File: config.mk
export PLATFORM = sky130hd
export DESIGN_NAME = req_merge2
export DESIGN_NICKNAME = d
export VERILOG_FILES = /design/src/rtl/req_merge2_pkg.sv /design/src/rtl/req_merge2_slot.sv /design/src/rtl/req_merge2_arb.sv /design/src/rtl/req_merge2.sv
export SDC_FILE = /design/constraint.sdc
export NUM_CORES = 1
export LEC_CHECK = 0
export BUFFER_PORTS_ARGS = -buffer_cell sky130_fd_sc_hd__buf_2
export CORE_MARGIN = 4
export CORE_UTILIZATION = 46
export DETAILED_ROUTE_END_ITERATION = 10
export PLACE_DENSITY = 0.72
export SYNTH_ARGS = -nofsm -noshare
export SYNTH_HDL_FRONTEND = slang
export SYNTH_HIERARCHICAL = 1
export SYNTH_SLANG_ARGS = --single-unit
File: constraint.sdc
create_clock -name clk_i -period 2.7 [get_ports clk_i]
set_clock_uncertainty 0.05 [all_clocks]
set_input_delay 0.135 -clock clk_i [delete_from_list [all_inputs] [get_ports clk_i]]
set_output_delay 0.135 -clock clk_i [all_outputs]
set_load 0.1 [all_outputs]
File: src/rtl/req_merge2_pkg.sv
package req_merge2_pkg;
  typedef enum logic [1:0] {
    ARB_FIXED = 2'd0,
    ARB_ALT   = 2'd1,
    ARB_LRU   = 2'd2,
    ARB_RSVD  = 2'd3
  } arb_mode_e;

  localparam int unsigned NUM_IN = 2;
  localparam logic SRC_A = 1'b0;
  localparam logic SRC_B = 1'b1;
endpackage

File: src/rtl/req_merge2_slot.sv
module req_merge2_slot #(
  parameter int unsigned DATA_W = 32
) (
  input  logic              clk_i,
  input  logic              rst_ni,
  input  logic              gate_i,
  input  logic              in_valid_i,
  input  logic [DATA_W-1:0] in_data_i,
  input  logic              drain_i,
  output logic              in_ready_o,
  output logic              full_o,
  output logic [DATA_W-1:0] data_o
);
  logic              full_q;
  logic [DATA_W-1:0] data_q;
  logic              load;

  // accept when empty or emptying this cycle
  assign in_ready_o = gate_i & (~full_q | drain_i);
  assign load       = in_valid_i & in_ready_o;

  always_ff @(posedge clk_i or negedge rst_ni) begin
    if (!rst_ni) begin
      full_q <= 1'b0;
      data_q <= '0;
    end else if (load) begin
      full_q <= 1'b1;
      data_q <= in_data_i;
    end else if (drain_i) begin
      full_q <= 1'b0;
    end
  end

  assign full_o = full_q;
  assign data_o = data_q;


  slot_load_chk: assert property (@(posedge clk_i) disable iff (!rst_ni)
    load |=> full_q && (data_q == $past(in_data_i)));


  slot_hold_chk: assert property (@(posedge clk_i) disable iff (!rst_ni)
    (full_q && !drain_i) |=> full_q && $stable(data_q));
endmodule

File: src/rtl/req_merge2_arb.sv
module req_merge2_arb
  import req_merge2_pkg::*;
(
  input  logic              clk_i,
  input  logic              rst_ni,
  input  arb_mode_e         mode_i,
  input  logic [NUM_IN-1:0] full_i,
  input  logic              out_ready_i,
  output logic              sel_o,
  output logic              out_valid_o,
  output logic [NUM_IN-1:0] gate_o,
  output logic [NUM_IN-1:0] drain_o
);
  logic turn_q;
  logic hist_q;
  logic fire;

  assign fire = out_valid_o & out_ready_i;

  always_ff @(posedge clk_i or negedge rst_ni) begin
    if (!rst_ni) begin
      turn_q <= SRC_A;
      hist_q <= SRC_B;  // A wins first tie
    end else begin
      turn_q <= ~turn_q;
      if (fire) hist_q <= sel_o;
    end
  end

  always_comb begin
    gate_o      = '1;
    sel_o       = ~full_i[SRC_A];
    out_valid_o = |full_i;
    case (mode_i)
      ARB_ALT: begin
        gate_o      = {turn_q, ~turn_q};
        sel_o       = turn_q;
        out_valid_o = full_i[turn_q];
      end
      ARB_LRU: begin
        if (&full_i) sel_o = ~hist_q;
      end
      default: ;
    endcase
  end

  assign drain_o = {fire & sel_o, fire & ~sel_o};


  alt_turn_chk: assert property (@(posedge clk_i) disable iff (!rst_ni)
    (mode_i == ARB_ALT) |=> turn_q != $past(turn_q));


  fixed_prio_chk: assert property (@(posedge clk_i) disable iff (!rst_ni)
    ((mode_i == ARB_FIXED || mode_i == ARB_RSVD) && (&full_i) && out_ready_i)
      |-> drain_o == 2'b01);


  lru_swap_chk: assert property (@(posedge clk_i) disable iff (!rst_ni)
    ((mode_i == ARB_LRU) && (&full_i) && fire) ##1 (&full_i) |-> sel_o != $past(sel_o));
endmodule

File: src/rtl/req_merge2.sv
module req_merge2
  import req_merge2_pkg::*;
#(
  parameter int unsigned DATA_W = 32
) (
  input  logic              clk_i,
  input  logic              rst_ni,
  input  logic [1:0]        mode_i,
  input  logic              a_valid_i,
  input  logic [DATA_W-1:0] a_data_i,
  output logic              a_ready_o,
  input  logic              b_valid_i,
  input  logic [DATA_W-1:0] b_data_i,
  output logic              b_ready_o,
  output logic              out_valid_o,
  output logic [DATA_W-1:0] out_data_o,
  input  logic              out_ready_i
);
  arb_mode_e         mode;
  logic [NUM_IN-1:0] in_valid, in_ready, full, gate, drain;
  logic [DATA_W-1:0] in_data [NUM_IN];
  logic [DATA_W-1:0] buf_data [NUM_IN];
  logic              sel;

  assign mode            = arb_mode_e'(mode_i);
  assign in_valid        = {b_valid_i, a_valid_i};
  assign in_data[SRC_A]  = a_data_i;
  assign in_data[SRC_B]  = b_data_i;
  assign a_ready_o       = in_ready[SRC_A];
  assign b_ready_o       = in_ready[SRC_B];

  for (genvar i = 0; i < NUM_IN; i++) begin : g_slot
    req_merge2_slot #(.DATA_W(DATA_W)) u_slot (
      .clk_i      (clk_i),
      .rst_ni     (rst_ni),
      .gate_i     (gate[i]),
      .in_valid_i (in_valid[i]),
      .in_data_i  (in_data[i]),
      .drain_i    (drain[i]),
      .in_ready_o (in_ready[i]),
      .full_o     (full[i]),
      .data_o     (buf_data[i])
    );
  end

  req_merge2_arb u_arb (
    .clk_i       (clk_i),
    .rst_ni      (rst_ni),
    .mode_i      (mode),
    .full_i      (full),
    .out_ready_i (out_ready_i),
    .sel_o       (sel),
    .out_valid_o (out_valid_o),
    .gate_o      (gate),
    .drain_o     (drain)
  );

  assign out_data_o = buf_data[sel];


  out_valid_src_chk: assert property (@(posedge clk_i) disable iff (!rst_ni)
    out_valid_o |-> full[sel]);


  ready_block_chk: assert property (@(posedge clk_i) disable iff (!rst_ni)
    (full[SRC_A] && !drain[SRC_A]) |-> !a_ready_o);


  no_drain_idle_chk: assert property (@(posedge clk_i) disable iff (!rst_ni)
    !out_ready_i |=> full == ($past(full) | $past(in_valid & in_ready)));
endmodule

### Word-level counts from Yosys, hierarchy flattened

Cells that the tools add are included.

| word-level totals | value |
|---|---|
| register bits after elaboration | 68 |
| input bits | 71 |
| output and inout bits | 35 |
| logic and storage cells | 42 |

| cells by class | value |
|---|---|
| magnitude comparators | 2 |
| equality and inequality tests | 2 |
| mux-type cells | 13 |
| bitwise gates (word level) | 15 |
| reductions and logical operators | 4 |

Operators with widths:

| operator | number |
|---|---|
| $mux 32 | 3 |
| $mux 1 | 8 |
| $and 1x1->1 | 7 |
| $not 1->1 | 5 |
| $reduce_bool 2->1 | 2 |
| $eq 2x1->1 const B | 1 |
| $eq 2x2->1 const B | 1 |
| $ge 2x2->1 const B | 1 |
| $lt 1x2->1 const B | 1 |
| $mux 2 | 1 |
| $not 1->2 | 1 |
| $or 1x1->1 | 2 |
| $pmux 1 s2 | 1 |
| $reduce_and 2->1 | 1 |
| $reduce_or 2->1 | 1 |

### Longest topological paths before layout

| depth | value |
|---|---|
| depth after elaboration | 9 |
| gate-level depth with buffers | 11 |
| depth with buffers taken out | 9 |

### Modules after synthesis

The synthesis kept the hierarchy.

Modules (own cells, without submodules):

| module | times used | cells an instance | area an instance (sq um) | seq. area each (sq um) |
|---|---|---|---|---|
| req_merge2_slot | 2 | 74 | 1412.6 | 825.8 |
| req_merge2 | 1 | 36 | 544.3 | 0.0 |
| req_merge2_arb | 1 | 21 | 200.2 | 51.3 |

### Least setup slack after synthesis

Ideal clock, no wire load.

| timing | value |
|---|---|
| kind | register to register |
| start | register g_slot[1].u_slot.full_q |
| end | register g_slot[1].u_slot.data_q[0] |
| library setup time | 125 ps |
| arrival | 1860 ps |
| data required time | 2525 ps |
| slack | 665 ps |
| stages on the path, launching flop included | 9 |
| buffers on the path | 2 |
| clock period less this slack | 2035 ps |
| cell sequence | dfrtp_1 -> or2b_4 -> a31oi_4 -> and2_1 -> nand2b_4 -> nor2b_4 -> buf_6 -> buf_12 -> mux2_4 |

| between the ends | value |
|---|---|
| elaborated cells on any way between the ends | 13 |
| those cells by class | mux (5); bitwise (6); reduce/logical (2) |

RTL lines:

| what | line | text |
|---|---|---|
| start, declared | req_merge2_slot.sv:14 | `logic full_q;` |
| start signal, assigned | req_merge2_slot.sv:24 | `full_q <= 1'b0;` |
| start signal, assigned | req_merge2_slot.sv:27 | `full_q <= 1'b1;` |
| start signal, assigned | req_merge2_slot.sv:30 | `full_q <= 1'b0;` |
| $reduce_and 2->1 | req_merge2_arb.sv:41 | `if (&full_i) sel_o = ~hist_q;` |
| $mux 1 | req_merge2_arb.sv:41 |  |
| $pmux 1 s2 | req_merge2_arb.sv:34 | `case (mode_i)` |
| via sel | req_merge2.sv:23 | `logic sel;` |
| $and 1x1->1 | req_merge2_arb.sv:47 | `assign drain_o = {fire & sel_o, fire & ~sel_o};` |
| via drain[1] | req_merge2.sv:20 | `logic [NUM_IN-1:0] in_valid, in_ready, full, gate, drain;` |
| $or 1x1->1 | req_merge2_slot.sv:19 | `assign in_ready_o = gate_i & (~full_q \| drain_i);` |
| $and 1x1->1 | req_merge2_slot.sv:19 |  |
| $and 1x1->1 | req_merge2_slot.sv:20 | `assign load = in_valid_i & in_ready_o;` |
| end signal, assigned | req_merge2_slot.sv:28 | `data_q <= in_data_i;` |
| end, declared | req_merge2_slot.sv:15 | `logic [DATA_W-1:0] data_q;` |

The timed path passes the listed nets, and every way through them passes these cells. The select of a mux whose other input is x is not followed.
A chain may end at the register's enable or synchronous reset.

### Worst setup path in the final report

| timing | value |
|---|---|
| start | register g_slot[1].u_slot.full_q |
| end | output out_data_o[16] |

| between the ends | value |
|---|---|
| longest elaborated chain between the ends | 7 |

Ends and longest elaborated chain:

| what | line | text |
|---|---|---|
| $reduce_and 2->1 | req_merge2_arb.sv:41 |  |
| $mux 1 | req_merge2_arb.sv:41 |  |
| $pmux 1 s2 | req_merge2_arb.sv:34 |  |
| via sel | req_merge2.sv:23 |  |
| $not 1->2 (implied by the code) | req_merge2.sv:58 | `assign out_data_o = buf_data[sel];` |
| $mux 32 (implied by the code) (3 in series) | req_merge2.sv:58 |  |
| end, declared | req_merge2.sv:16 | `output logic [DATA_W-1:0] out_data_o,` |

The timed path passes the listed nets, and every way through them passes these cells. The select of a mux whose other input is x is not followed.

==> summary.txt <==
Run status
  – Status: finished clean

Global routing
  – Pin count of the biggest net entering global routing: 41
  – Tot GR Track Use: between 10% and 20%
  – Initial antenna violation count: 0
  – Gr ovfl total: 0
  – First-pass GRT wire length: ~12000 um
  – Vias in the first global route: roughly 2500

Timing
  – Relative slew slack: 42.3%
  – Setup TNS: 0 ps
  – Hold_ws: ~42 ps
  – Max-slew violations: 0
  – Period utilization: around 93%
  – F_max: 397 MHz
  – Worst-margin pin slew: 865 ps
  – Clock period minus worst slack: 2520 ps
  – Fin. Hold Viols: 0
  – Final setup vio count: 0
  – Unrepaired setup endpoints after global routing: no

Layout
  – Layout Area Growth over Synthesis: 37.9%
  – # diodes: 0
  – Layout Nets: between 400 and 500
  – Final core occ: 66.4%
  – Layout cell share with drive strength beyond 1: 60.8%

Route
  – Initial DRC count: 36
  – Wire length per cell: ~16 um
  – Detailed Route WL: between 7000 and 8000 um
  – Vias/cell: approximately 4.7
  – Drt first pass iters: 4
  – Antenna Nets Post-Route: 0
  – DR vias: 2257
  – Drt drc: 0

Logic synthesis
  – Synthesis warning total: 6
  – Register area share after synthesis: between 40 and 50%
  – Syn nets: around 280
  – Post-Syn Instances: approximately 200
  – FF+latch count, synth: 68
  – Cell Area, Synth: between 0.003 and 0.004 sq mm
  – Unique masters post-synth: 22
  – Syn avg cell area: 17.4 sq um

Setup path
  – Crit path launch type: flip-flop
  – Critical Path AT: 2330 ps
  – CP max FO: 18
  – Critical Path Start: g_slot[1].u_slot/full_o$_DFFE_PN0P_
  – Reg2reg start: g_slot[1].u_slot/full_o$_DFFE_PN0P_
  – Kind of critical path: flip-flop to primary output
  – WP data required: 2520 ps
  – Critical path capture point type: primary output

Clock network
  – TritonCTS clock tree: done
  – Post-CTS Hold Buffers: 65
  – CTS H-Tree Depth: 3
  – Skew-Pair Late Insertion Delay: ~330 ps
  – Post-CTS sizing: 0
  – CTS root buffer: clkbuf_8
  – Largest buffer count on any clock path: 2
  – Clk sinks: 68
  – Num CTS Buffers: 9
  – Worst-path clk slew: 60 ps
  – Setup bufs post-CTS: 0

Die
  – IO Pins: ~110
  – Die ar.: approximately 0.0092 sq mm
  – Core footprint: between 0.007 and 0.008 sq mm
  – Die height: ~96 um
  – Row cnt: 31
  – Initial core utilization: 48.2%
  – Die W: around 96 um

Placed design
  – Detailed placement HPWL: 4970 um
  – GPL Wtd Cong: ~0.80
  – Number of port buffers: about 110

Hold path
  – Hold WC Path Type: input pin to flip-flop
  – Hold path start: b_valid_i

Job
  – Max-cap viol count: 0
synth_stat cells:
cell type,count,share of area [%]
o21ai_1,1,0.14
mux2_1,1,0.32
a22o_1,1,0.25
and2_1,1,0.18
nor2b_4,2,0.77
mux2_2,6,1.9
nor2_1,4,0.42
nand2b_4,3,1.2
buf_6,3,0.95
and2_2,2,0.42
nand2_2,1,0.18
nand2_1,4,0.42
or2b_4,1,0.32
buf_12,9,5.0
dfrtp_1,67,47
mux2_4,90,38
inv_1,3,0.32
a21oi_2,1,0.25
a31oi_4,1,0.60
nor3_1,1,0.14
dfstp_2,1,0.74
ha_1,2,0.70
final cells by class:
cell class	instances	area (sq um)
Multi-Input combinational cell	122	1640
Clock buffer	12	155
Inverter	3	11.3
Timing Repair Buffer	178	1250
Clock inverter	2	35.0
Tap cell	99	124
Sequential cell	68	1700
Fill cell	516	2490
metal layers:
metal / global-route usage, % / vias to the layer above / routed length, um
met5: 0 / - / 0
met4: 5.92 / 0 / 80
met3: 5.32 / 9 / 428
met2: 29.4 / 70 / 3870
met1: 20.4 / 1109 / 3240
li1: - / 1069 / -
state kept, by name, summed over array words and instances (netlist names):
name / cells
u_arb/turn_q: 1
u_arb/hist_q: 1
g_slot.u_slot/data_o: 64
g_slot.u_slot/full_o: 2
logic make-up (layout without fill, tap and decap cells):
kind of cell	Yosys count	count (layout)	share of synthesized area, %
AOI/OAI and AO/OA	4	4	1.23
adders and majority gates	2	2	0.701
buffers and inverters	15	195	6.31
DFF	68	68	47.7
muxes	97	97	40.1
and+or+nand+nor	19	19	4.00
placed cells by master (no fill, tap or decap), drive strengths merged, types with 2 or more instances in the layout:
master       Yosys  final
buf             12    113
mux2            97     97
dfrtp           67     67
dlygate4sd3      0     65
clkbuf           0     12
nand2            5      5
nor2             4      4
nand2b           3      3
inv              3      3
and2             3      3
nor2b            2      2
ha               2      2
critical path: stages (launching register included):
cell and delay, ps:
dfrtp_1 470, or2b_4 310, a31oi_4 210, buf_4 360, mux2_4 220, buf_2 420
per-stage QoR:
stage	cells	setup slack [ps]	area (sq um)
3_5_place_dp	405	349	4080
4_1_cts	484	147	4920
5_1_grt	484	89.8	4920
6_report	484	184	4920
2_1_floorplan	205	665	3570
3_3_place_gp	405	431	4080
path summary, 6_finish.rpt:
check                                                               end  slack [ps]  depth (start not counted)
worst max-delay path                                     out_data_o[16]         180                          5
worst min-delay path                g_slot[1].u_slot/full_o$_DFFE_PN0P_          40                          3
worst max register to register  g_slot[1].u_slot/data_o[27]$_DFFE_PN0P_         440                          7
worst min register to register                   u_arb/turn_q$_DFF_PN0_         420                          1
max in group asynchronous       g_slot[0].u_slot/data_o[10]$_DFFE_PN0P_        1450                          3
min in group asynchronous       g_slot[0].u_slot/data_o[11]$_DFFE_PN0P_         410                          2
Power is not shown: default switching activity piles up to over one toggle a cycle in this logic, so the estimate is an artifact.
